<file path="config.mk">
export PLATFORM = sky130hd
export DESIGN_NAME = bdx_unit
export DESIGN_NICKNAME = d
export VERILOG_FILES = /design/src/rtl/bdx_pkg.sv /design/src/rtl/bdx_tzc.sv /design/src/rtl/bdx_lzc.sv /design/src/rtl/bdx_unit.sv
export SDC_FILE = /design/constraint.sdc
export NUM_CORES = 1
export LEC_CHECK = 0
export BUFFER_PORTS_ARGS = -buffer_cell sky130_fd_sc_hd__buf_2
export CAP_MARGIN = 20
export CORE_ASPECT_RATIO = 1.1
export CORE_MARGIN = 2
export CORE_UTILIZATION = 53
export DETAILED_ROUTE_END_ITERATION = 8
export PLACE_DENSITY = 0.77
export SLEW_MARGIN = 30
export SYNTH_ARGS = -nofsm -noshare
export SYNTH_HDL_FRONTEND = slang
export SYNTH_SLANG_ARGS = --single-unit
</file>
<file path="constraint.sdc">
create_clock -name clk -period 2.7 [get_ports clk]
set_input_delay 0.675 -clock clk [delete_from_list [all_inputs] [get_ports clk]]
set_output_delay 0.675 -clock clk [all_outputs]
set_load 0.05 [all_outputs]
</file>
<file path="src/rtl/bdx_pkg.sv">
package bdx_pkg;

    typedef enum logic {
        BDX_DEPOSIT = 1'b0,
        BDX_EXTRACT = 1'b1
    } bdx_op_e;

endpackage

</file>
<file path="src/rtl/bdx_tzc.sv">
// Trailing-zero counter: index of the lowest one, or W when vec is zero.
module bdx_tzc #(
    parameter int W  = 32,
    parameter int CW = $clog2(W + 1)
) (
    input  logic [W-1:0]  vec_i,
    output logic [CW-1:0] cnt_o
);

    always_comb begin
        cnt_o = CW'(W);
        for (int i = W - 1; i >= 0; i--) begin
            if (vec_i[i]) begin
                cnt_o = CW'(i);
            end
        end
    end

endmodule

</file>
<file path="src/rtl/bdx_lzc.sv">
// Leading-zero counter built by reversing the word into a trailing-zero counter.
module bdx_lzc #(
    parameter int W  = 32,
    parameter int CW = $clog2(W + 1)
) (
    input  logic [W-1:0]  vec_i,
    output logic [CW-1:0] cnt_o
);

    logic [W-1:0] rev;

    for (genvar g = 0; g < W; g++) begin : g_rev
        assign rev[g] = vec_i[W-1-g];
    end

    bdx_tzc #(.W(W), .CW(CW)) u_tzc (
        .vec_i (rev),
        .cnt_o (cnt_o)
    );

endmodule

</file>
<file path="src/rtl/bdx_unit.sv">
module bdx_unit
    import bdx_pkg::*;
#(
    parameter int W = 32
) (
    input  logic                   clk,
    input  logic                   rst_n,
    input  logic                   start_i,
    input  logic                   op_i,
    input  logic [W-1:0]           src_i,
    input  logic [W-1:0]           mask_i,
    output logic                   busy_o,
    output logic                   done_o,
    output logic [W-1:0]           result_o,
    output logic [$clog2(W+1)-1:0] mask_tz_o,
    output logic [$clog2(W+1)-1:0] mask_lz_o
);

    localparam int CW = $clog2(W + 1);
    localparam int IW = (W > 1) ? $clog2(W) : 1;

    typedef struct packed {
        logic          busy;
        logic          done;
        bdx_op_e       op;
        logic [W-1:0]  src;
        logic [W-1:0]  rem;
        logic [W-1:0]  acc;
        logic [W-1:0]  res;
        logic [CW-1:0] cnt;
        logic [CW-1:0] tz;
        logic [CW-1:0] lz;
    } state_t;

    state_t st_q, st_d;

    logic [CW-1:0] step_tz_w;
    logic [CW-1:0] in_tz_w;
    logic [CW-1:0] in_lz_w;
    logic [IW-1:0] pos_w;
    logic [IW-1:0] idx_w;

    // Position of the lowest remaining mask bit.
    bdx_tzc #(.W(W), .CW(CW)) u_step_tz (.vec_i(st_q.rem), .cnt_o(step_tz_w));
    // Auxiliary counts on the incoming mask, captured at start.
    bdx_tzc #(.W(W), .CW(CW)) u_in_tz   (.vec_i(mask_i),   .cnt_o(in_tz_w));
    bdx_lzc #(.W(W), .CW(CW)) u_in_lz   (.vec_i(mask_i),   .cnt_o(in_lz_w));

    assign pos_w = step_tz_w[IW-1:0];
    assign idx_w = st_q.cnt[IW-1:0];

    always_comb begin
        st_d      = st_q;
        st_d.done = 1'b0;
        if (!st_q.busy) begin
            if (start_i) begin
                st_d.busy = 1'b1;
                st_d.op   = bdx_op_e'(op_i);
                st_d.src  = src_i;
                st_d.rem  = mask_i;
                st_d.acc  = '0;
                st_d.cnt  = '0;
                st_d.tz   = in_tz_w;
                st_d.lz   = in_lz_w;
            end
        end else if (st_q.rem == '0) begin
            st_d.busy = 1'b0;
            st_d.done = 1'b1;
            st_d.res  = st_q.acc;
        end else begin
            if (st_q.op == BDX_DEPOSIT) begin
                st_d.acc[pos_w] = st_q.src[idx_w];
            end else begin
                st_d.acc[idx_w] = st_q.src[pos_w];
            end
            st_d.rem = st_q.rem & (st_q.rem - 1'b1);
            st_d.cnt = st_q.cnt + 1'b1;
        end
    end

    always_ff @(posedge clk or negedge rst_n) begin
        if (!rst_n) begin
            st_q      <= '0;
            st_q.tz   <= CW'(W);
            st_q.lz   <= CW'(W);
        end else begin
            st_q      <= st_d;
        end
    end

    assign busy_o    = st_q.busy;
    assign done_o    = st_q.done;
    assign result_o  = st_q.res;
    assign mask_tz_o = st_q.tz;
    assign mask_lz_o = st_q.lz;

    // completion is a single-cycle pulse.
    assert_done_pulse_R6: assert property (@(posedge clk) disable iff (!rst_n)
        done_o |=> !done_o);

    // busy falling always coincides with completion.
    assert_busy_fall_done_R6: assert property (@(posedge clk) disable iff (!rst_n)
        $fell(busy_o) |-> done_o);

    // an idle start makes the unit busy on the next cycle.
    assert_start_accept_R2: assert property (@(posedge clk) disable iff (!rst_n)
        (start_i && !busy_o) |=> busy_o);

    // a start while busy leaves the working operand untouched.
    assert_busy_ignores_start_R2: assert property (@(posedge clk) disable iff (!rst_n)
        (busy_o && !(st_q.rem == '0)) |=> $stable(st_q.src));

    // the result moves only on completion.
    assert_result_hold_R9: assert property (@(posedge clk) disable iff (!rst_n)
        !done_o |-> $stable(result_o));

    // a result never carries more ones than mask bits consumed.
    assert_result_weight_R5: assert property (@(posedge clk) disable iff (!rst_n)
        done_o |-> ($countones(result_o) <= int'(st_q.cnt)));

    // the step index never passes the word width.
    assert_index_bound_R6: assert property (@(posedge clk) disable iff (!rst_n)
        busy_o |-> (int'(st_q.cnt) <= W));

endmodule

</file>
==> results.json, run 1 <==
{
  "status": "finished with violations",
  "violations": "setup timing",
  "synth-seq-cells": 148,
  "yosysWarnings": 0,
  "final_common_cell": "nand2_1",
  "maxCapViolCount": 0,
  "final_cells": 1381,
  "hold_ws_ps": 169.2,
  "fin_ws_ps": -310.3,
  "grt_pass1_wl_mm": 41.39,
  "dr.first_iter.drc_count": 1043,
  "root_buffer": "clkbuf_16",
  "clock_sinks": 148,
  "cts_buffers": 17,
  "worstSetupPathType": "reg2reg",
  "clock_path_buffers": 2,
  "port_buffers": 113,
  "setup-violations-final": 32,
  "fp.coreArea_um2": 16190,
  "place_inst": 1334,
  "maxSlewViolCount": 0,
  "worst_pin_slew_ps": 806.1,
  "ios": 114,
  "crit_arrival_ps": 3350,
  "gp_routability_congestion": 0.9638,
  "rsz0062_at_grt": "yes",
  "start_util_pct": 53.56,
  "use_met2_pct": 48.95,
  "grt_use_met3_pct": 6.772,
  "critPathTopFamily": "simple AND/OR/NAND/NOR gates",
  "post_drt_via_cell_ratio": 6.140,
  "async_flop_share_pct": 100.0,
  "synth_seq_area_share_pct": 42.75,
  "drtAntennaViolNets": 0,
  "grt_busiest_layer": "met2",
  "final_hold_viol_count": 0,
  "r2r_setup_slack_ps": -310,
  "nets": 1237,
  "dr.pass1.iters": 5,
  "die_w_um": 125.9,
  "clock.fmax_mhz": 332.2,
  "synth_ff_type": "dfrtp_1",
  "synth_enable_flop_cells": 0,
  "hp-class": "in2async",
  "start_kind": "register",
  "vias": 8480,
  "period_share_pct": 111.5,
  "ctsHoldBuffers": 0,
  "drive_gt1_share_pct": 34.92,
  "ctsHtreeMaxLevel": 4,
  "area_delta_synth_final_pct": 29.26,
  "clock_latency_ps": 440,
  "grt_usage_pct": 29.42,
  "die_area_um2": 17400,
  "num_rows": 49,
  "syn_inst": 987,
  "skew_ps": 9.625,
  "crit_fanout": 8,
  "grt_overflow": 0,
  "antenna_found_initial": 0,
  "use_met1_pct": 36.74,
  "wl_per_cell_um": 19.03,
  "insertedDiodeCount": 0,
  "setup_tns_ps": -7582,
  "drt_wl_total_mm": 26.28,
  "synthesis.area_um2": 8668,
  "grt_start_max_net_pins": 77,
  "cp-end-kind": "register",
  "syn_nets": 1059,
  "clk_pin_slew_ps": 60,
  "grt_pass1_vias": 8242,
  "dpl.hpwl_mm": 17.91,
  "slew_headroom_pct": 46.26,
  "drcViolationCount": 0,
  "final_util_pct": 69.23,
  "synth.avg_cell_area_um2": 8.782,
  "crit_chain": "or4_4, o211ai_4, o211a_1, buf_6, nor3_1, nor2_1, o221a_2, o22ai_2, nor4_4, buf_12, nand3_4, o31ai_2",
  "cp_slowest_cell": "or4_4",
  "synth_cell_type_count": 68,
  "crit_required_ps": 3040,
  "most-common-layout-cells": "190 x nand2_1, 146 x dfrtp_1, 127 x buf_4",
  "critPathMaxStageDelay_ps": 570,
  "die_y_um": 138.1,
  "finalCriticalPeriod_ps": 3010,
  "cts_tree": "yes",
  "path_buf_inv": 2
}
[area by class of cell]
cell class	count	area [um2]
Tap cell	204	255.2
Clock buffer	19	442.9
Inverter	28	108.9
Clock inverter	12	178.9
Timing Repair Buffer	251	1684
Multi-Input combinational cell	719	4828
Sequential cell	148	3706
Fill cell	1221	4981
[flip-flops by register name, summed over array words and instances (netlist names)]
signal	cells
busy_o	1
done_o	1
result_o	32
mask_lz_o	6
mask_tz_o	6
idx_w	5
st_q	97
[final timing paths]
| path | end | depth (start not counted) | start |
|---|---|---|---|
| max | st_q[71]$_DFFE_PN0P_ | 12 | st_q[108]$_DFFE_PN0P_ |
| min | done_o$_DFF_PN0_ | 1 | rst_n |
| max reg2reg | st_q[71]$_DFFE_PN0P_ | 12 | st_q[108]$_DFFE_PN0P_ |
| min reg2reg | mask_tz_o[5]$_DFFE_PN1P_ | 2 | mask_tz_o[5]$_DFFE_PN1P_ |
| max in group asynchronous | st_q[103]$_DFFE_PN0P_ | 2 | rst_n |
| min in group clk | st_q[143]$_DFFE_PN0P_ | 3 | src_i[29] |
[what timing repair did]
action                                  in CTS  in global routing
cloned                                       1                  0
buffers inserted                             7                 13
pin swaps                                   16                 16
resized for setup                           57                 38
endpoints found under the setup margin      33                 39
[routing by layer]
metal	vias to the layer above	share of wire [%]
met1	4043	39
met2	479	49
li1	3862	-
met5	-	0
met4	0	3.8
met3	96	7.6
[Yosys cell counts, drive strengths merged, types with 15 or more instances]
library cell	instances	area share (%)
a21oi	48	2.8
buf	53	4.2
clkbuf	39	1.7
dfrtp	146	42
inv	28	1.2
mux2	35	4.5
mux2i	23	2.7
nand2	195	8.4
nand3	15	1.1
nor2	85	3.7
nor3	31	1.8
nor4	18	1.7
o21ai	68	3.9
o221ai	17	1.7
o31ai	39	3.4
[metrics by stage]
step,instance area (um2),worst slack [ps]
2_1_floorplan,8716,-70.33
3_3_place_gp,9976,-231.9
3_5_place_dp,9976,-300.7
4_1_cts,10920,-101.0
5_1_grt,11200,-396.0
6_report,11200,-310.3
[cells by family (layout without fill, tap and decap cells)]
kind of cell               count (synthesis)  count (layout)  share of synthesized area, %
xor gates and xnor gates                   2               2                        0.2021
muxes                                     66              66                         9.281
buffers and inverters                    120             310                         7.116
adders and majority gates                  4               4                        0.5774
DFF                                      148             148                         42.75
AOI/OAI and AO/OA                        247             247                         19.13
and+or+nand+nor                          400             400                         20.94
Power of run 1 is not shown: default switching activity piles up to over one toggle a cycle in this logic, so the estimate is an artifact.
==> run 2: changes to the inputs <==
--- a/config.mk
+++ b/config.mk
@@ -11,6 +11,7 @@
 export CORE_MARGIN = 2
 export CORE_UTILIZATION = 53
 export DETAILED_ROUTE_END_ITERATION = 8
+export GPL_TIMING_DRIVEN = 0
 export PLACE_DENSITY = 0.77
 export SLEW_MARGIN = 30
 export SYNTH_ARGS = -nofsm -noshare
==> run 2 against run 1 <==
The flow still finishes with violations (setup timing). Sequential cell count stayed put. First-iteration DRC count is 1.1% lower. Clock skew is 6.8 ps higher. Die area stayed put. Worst setup slack worse by 17 ps. Largest cell class unchanged.
==> results.json, run 2 (synthesis results as in run 1) <==
{
  "status": "finished with violations",
  "violations": "setup timing",
  "maxCapViolCount": 0,
  "fin_ws_ps": -327.1,
  "antenna_found_initial": 0,
  "drt_wl_total_mm": 28.48,
  "clock_latency_ps": 450,
  "crit_arrival_ps": 3370,
  "pre_cts_ws_ps": -1209,
  "root_buffer": "clkbuf_16",
  "largest-register": "st_q",
  "num_rows": 49,
  "dr.first_iter.drc_count": 1032,
  "wl_met2_mm": 13.25,
  "ctsHtreeMaxLevel": 4,
  "post_drt_via_cell_ratio": 6.400,
  "cts_tree": "yes",
  "grt_start_max_net_pins": 84,
  "r2r-start": "st_q[95]$_DFFE_PN0P_",
  "grt_pass1_wl_mm": 43.07,
  "crit_fanout": 8,
  "hp-class": "in2async",
  "ctsHoldBuffers": 0,
  "grt_usage_pct": 31.11,
  "cp-end-kind": "register",
  "grt_pass1_vias": 8351,
  "setup-violations-final": 32,
  "period_share_pct": 112.1,
  "dr.pass1.iters": 6,
  "largest_reg_flops": 97,
  "insertedDiodeCount": 0,
  "ios": 114,
  "die_y_um": 138.1,
  "vias": 8909,
  "wl_met3_mm": 2.774,
  "final_hold_viol_count": 0,
  "drive_gt1_share_pct": 36.36,
  "worstSetupPathType": "reg2reg",
  "final_common_cell": "nand2_1",
  "finalCriticalPeriod_ps": 3027,
  "start_kind": "register",
  "dpl.hpwl_mm": 18.10,
  "port_buffers": 113,
  "crit_start": "st_q[95]$_DFFE_PN0P_",
  "wl_per_cell_um": 20.46,
  "rsz0062_at_grt": "yes",
  "nets": 1247,
  "clock_path_buffers": 2,
  "die_w_um": 125.9,
  "area_delta_synth_final_pct": 31.45,
  "gp_routability_congestion": 0.9779,
  "start_util_pct": 53.56,
  "maxSlewViolCount": 0,
  "slew_headroom_pct": 53.08,
  "worst_pin_slew_ps": 703.8,
  "most-common-layout-cells": "187 x nand2_1, 133 x dfrtp_1, 115 x buf_2",
  "clock.fmax_mhz": 330.4,
  "crit_required_ps": 3050,
  "cts_buffers": 17,
  "m1WireLength_mm": 10.54,
  "drcViolationCount": 0,
  "skew_ps": 16.42,
  "die_area_um2": 17400,
  "clk_pin_slew_ps": 60,
  "fp.coreArea_um2": 16190,
  "drtAntennaViolNets": 0,
  "clock_sinks": 148,
  "final_util_pct": 70.40,
  "routed.top_layer": "met4",
  "grt_overflow": 0
}
==> run 2: changes by cell type in the layout (fill, tap and decap cells not counted), sizes merged <==
cell / previous run / this run
clkinvlp: 4 / 2
inv: 29 / 28
bufinv: 4 / 3
clkinv: 3 / 4
buf: 251 / 232
clkbuf: 19 / 52
==> run 2: final timing paths <==
path | to | slack, ps | depth (start not counted)
worst min-delay path | done_o$_DFF_PN0_ | 170 | 1
worst max-delay path | st_q[50]$_DFFE_PN0P_ | -330 | 14
max in group asynchronous | mask_lz_o[5]$_DFFE_PN1P_ | 1710 | 2
worst max register to register | st_q[50]$_DFFE_PN0P_ | -330 | 14
min in group clk | st_q[114]$_DFFE_PN0P_ | 420 | 3
worst min register to register | mask_tz_o[5]$_DFFE_PN1P_ | 460 | 2
==> run 2: through the flow <==
step,hold WS (ps),instance area (um2),setup TNS (ps),cells
after floorplan,379.4,8716,-1039,987
after global placement,450.2,9537,-234390,1304
after detailed placement,452.3,9574,-58170,1305
after CTS,190.7,11080,-5521,1384
after global routing,214.5,11390,-15000,1392
final,165.7,11390,-8733,1392
==> run 2: worst max-delay path: stages, from the launching register on <==
cell and delay [ps]:
dfrtp_1 440, buf_6 150, nor2b_2 110, o21bai_1 70
a21o_1 210, o31a_1 270, o31a_1 180, buf_6 170
buf_8 120, a22oi_2 220, o22ai_4 110, nor4_4 230
buf_6 190, nand3_4 200, o31ai_2 250
==> run 2: per-layer routing <==
| layer | global-route usage, % | up-vias |
|---|---|---|
| met5 | 0 | - |
| met4 | 20.59 | 0 |
| met3 | 5.960 | 190 |
| met2 | 48.64 | 661 |
| met1 | 39.36 | 4146 |
| li1 | - | 3912 |
==> run 2: cell type report <==
| cell class | instances | area (um2) |
|---|---|---|
| tap | 204 | 255.2 |
| inverter | 28 | 105.1 |
| clock buffer | 23 | 488.0 |
| buffer | 84 | 519.2 |
| sequential | 148 | 3722 |
| clock inverter | 9 | 125.1 |
| fill | 1213 | 4791 |
| multi-input combinational | 719 | 5029 |
| timing repair buffer | 177 | 1151 |
==> run 2: what timing repair did <==
item / in CTS / in global routing
gates cloned: 1 / 1
gates resized for setup: 108 / 82
endpoints found under the setup margin: 97 / 92
endpoints found under the hold margin: 0 / 0
pin swaps: 42 / 15
buffers inserted: 51 / 10
Power of run 2 is left out for the same reason.
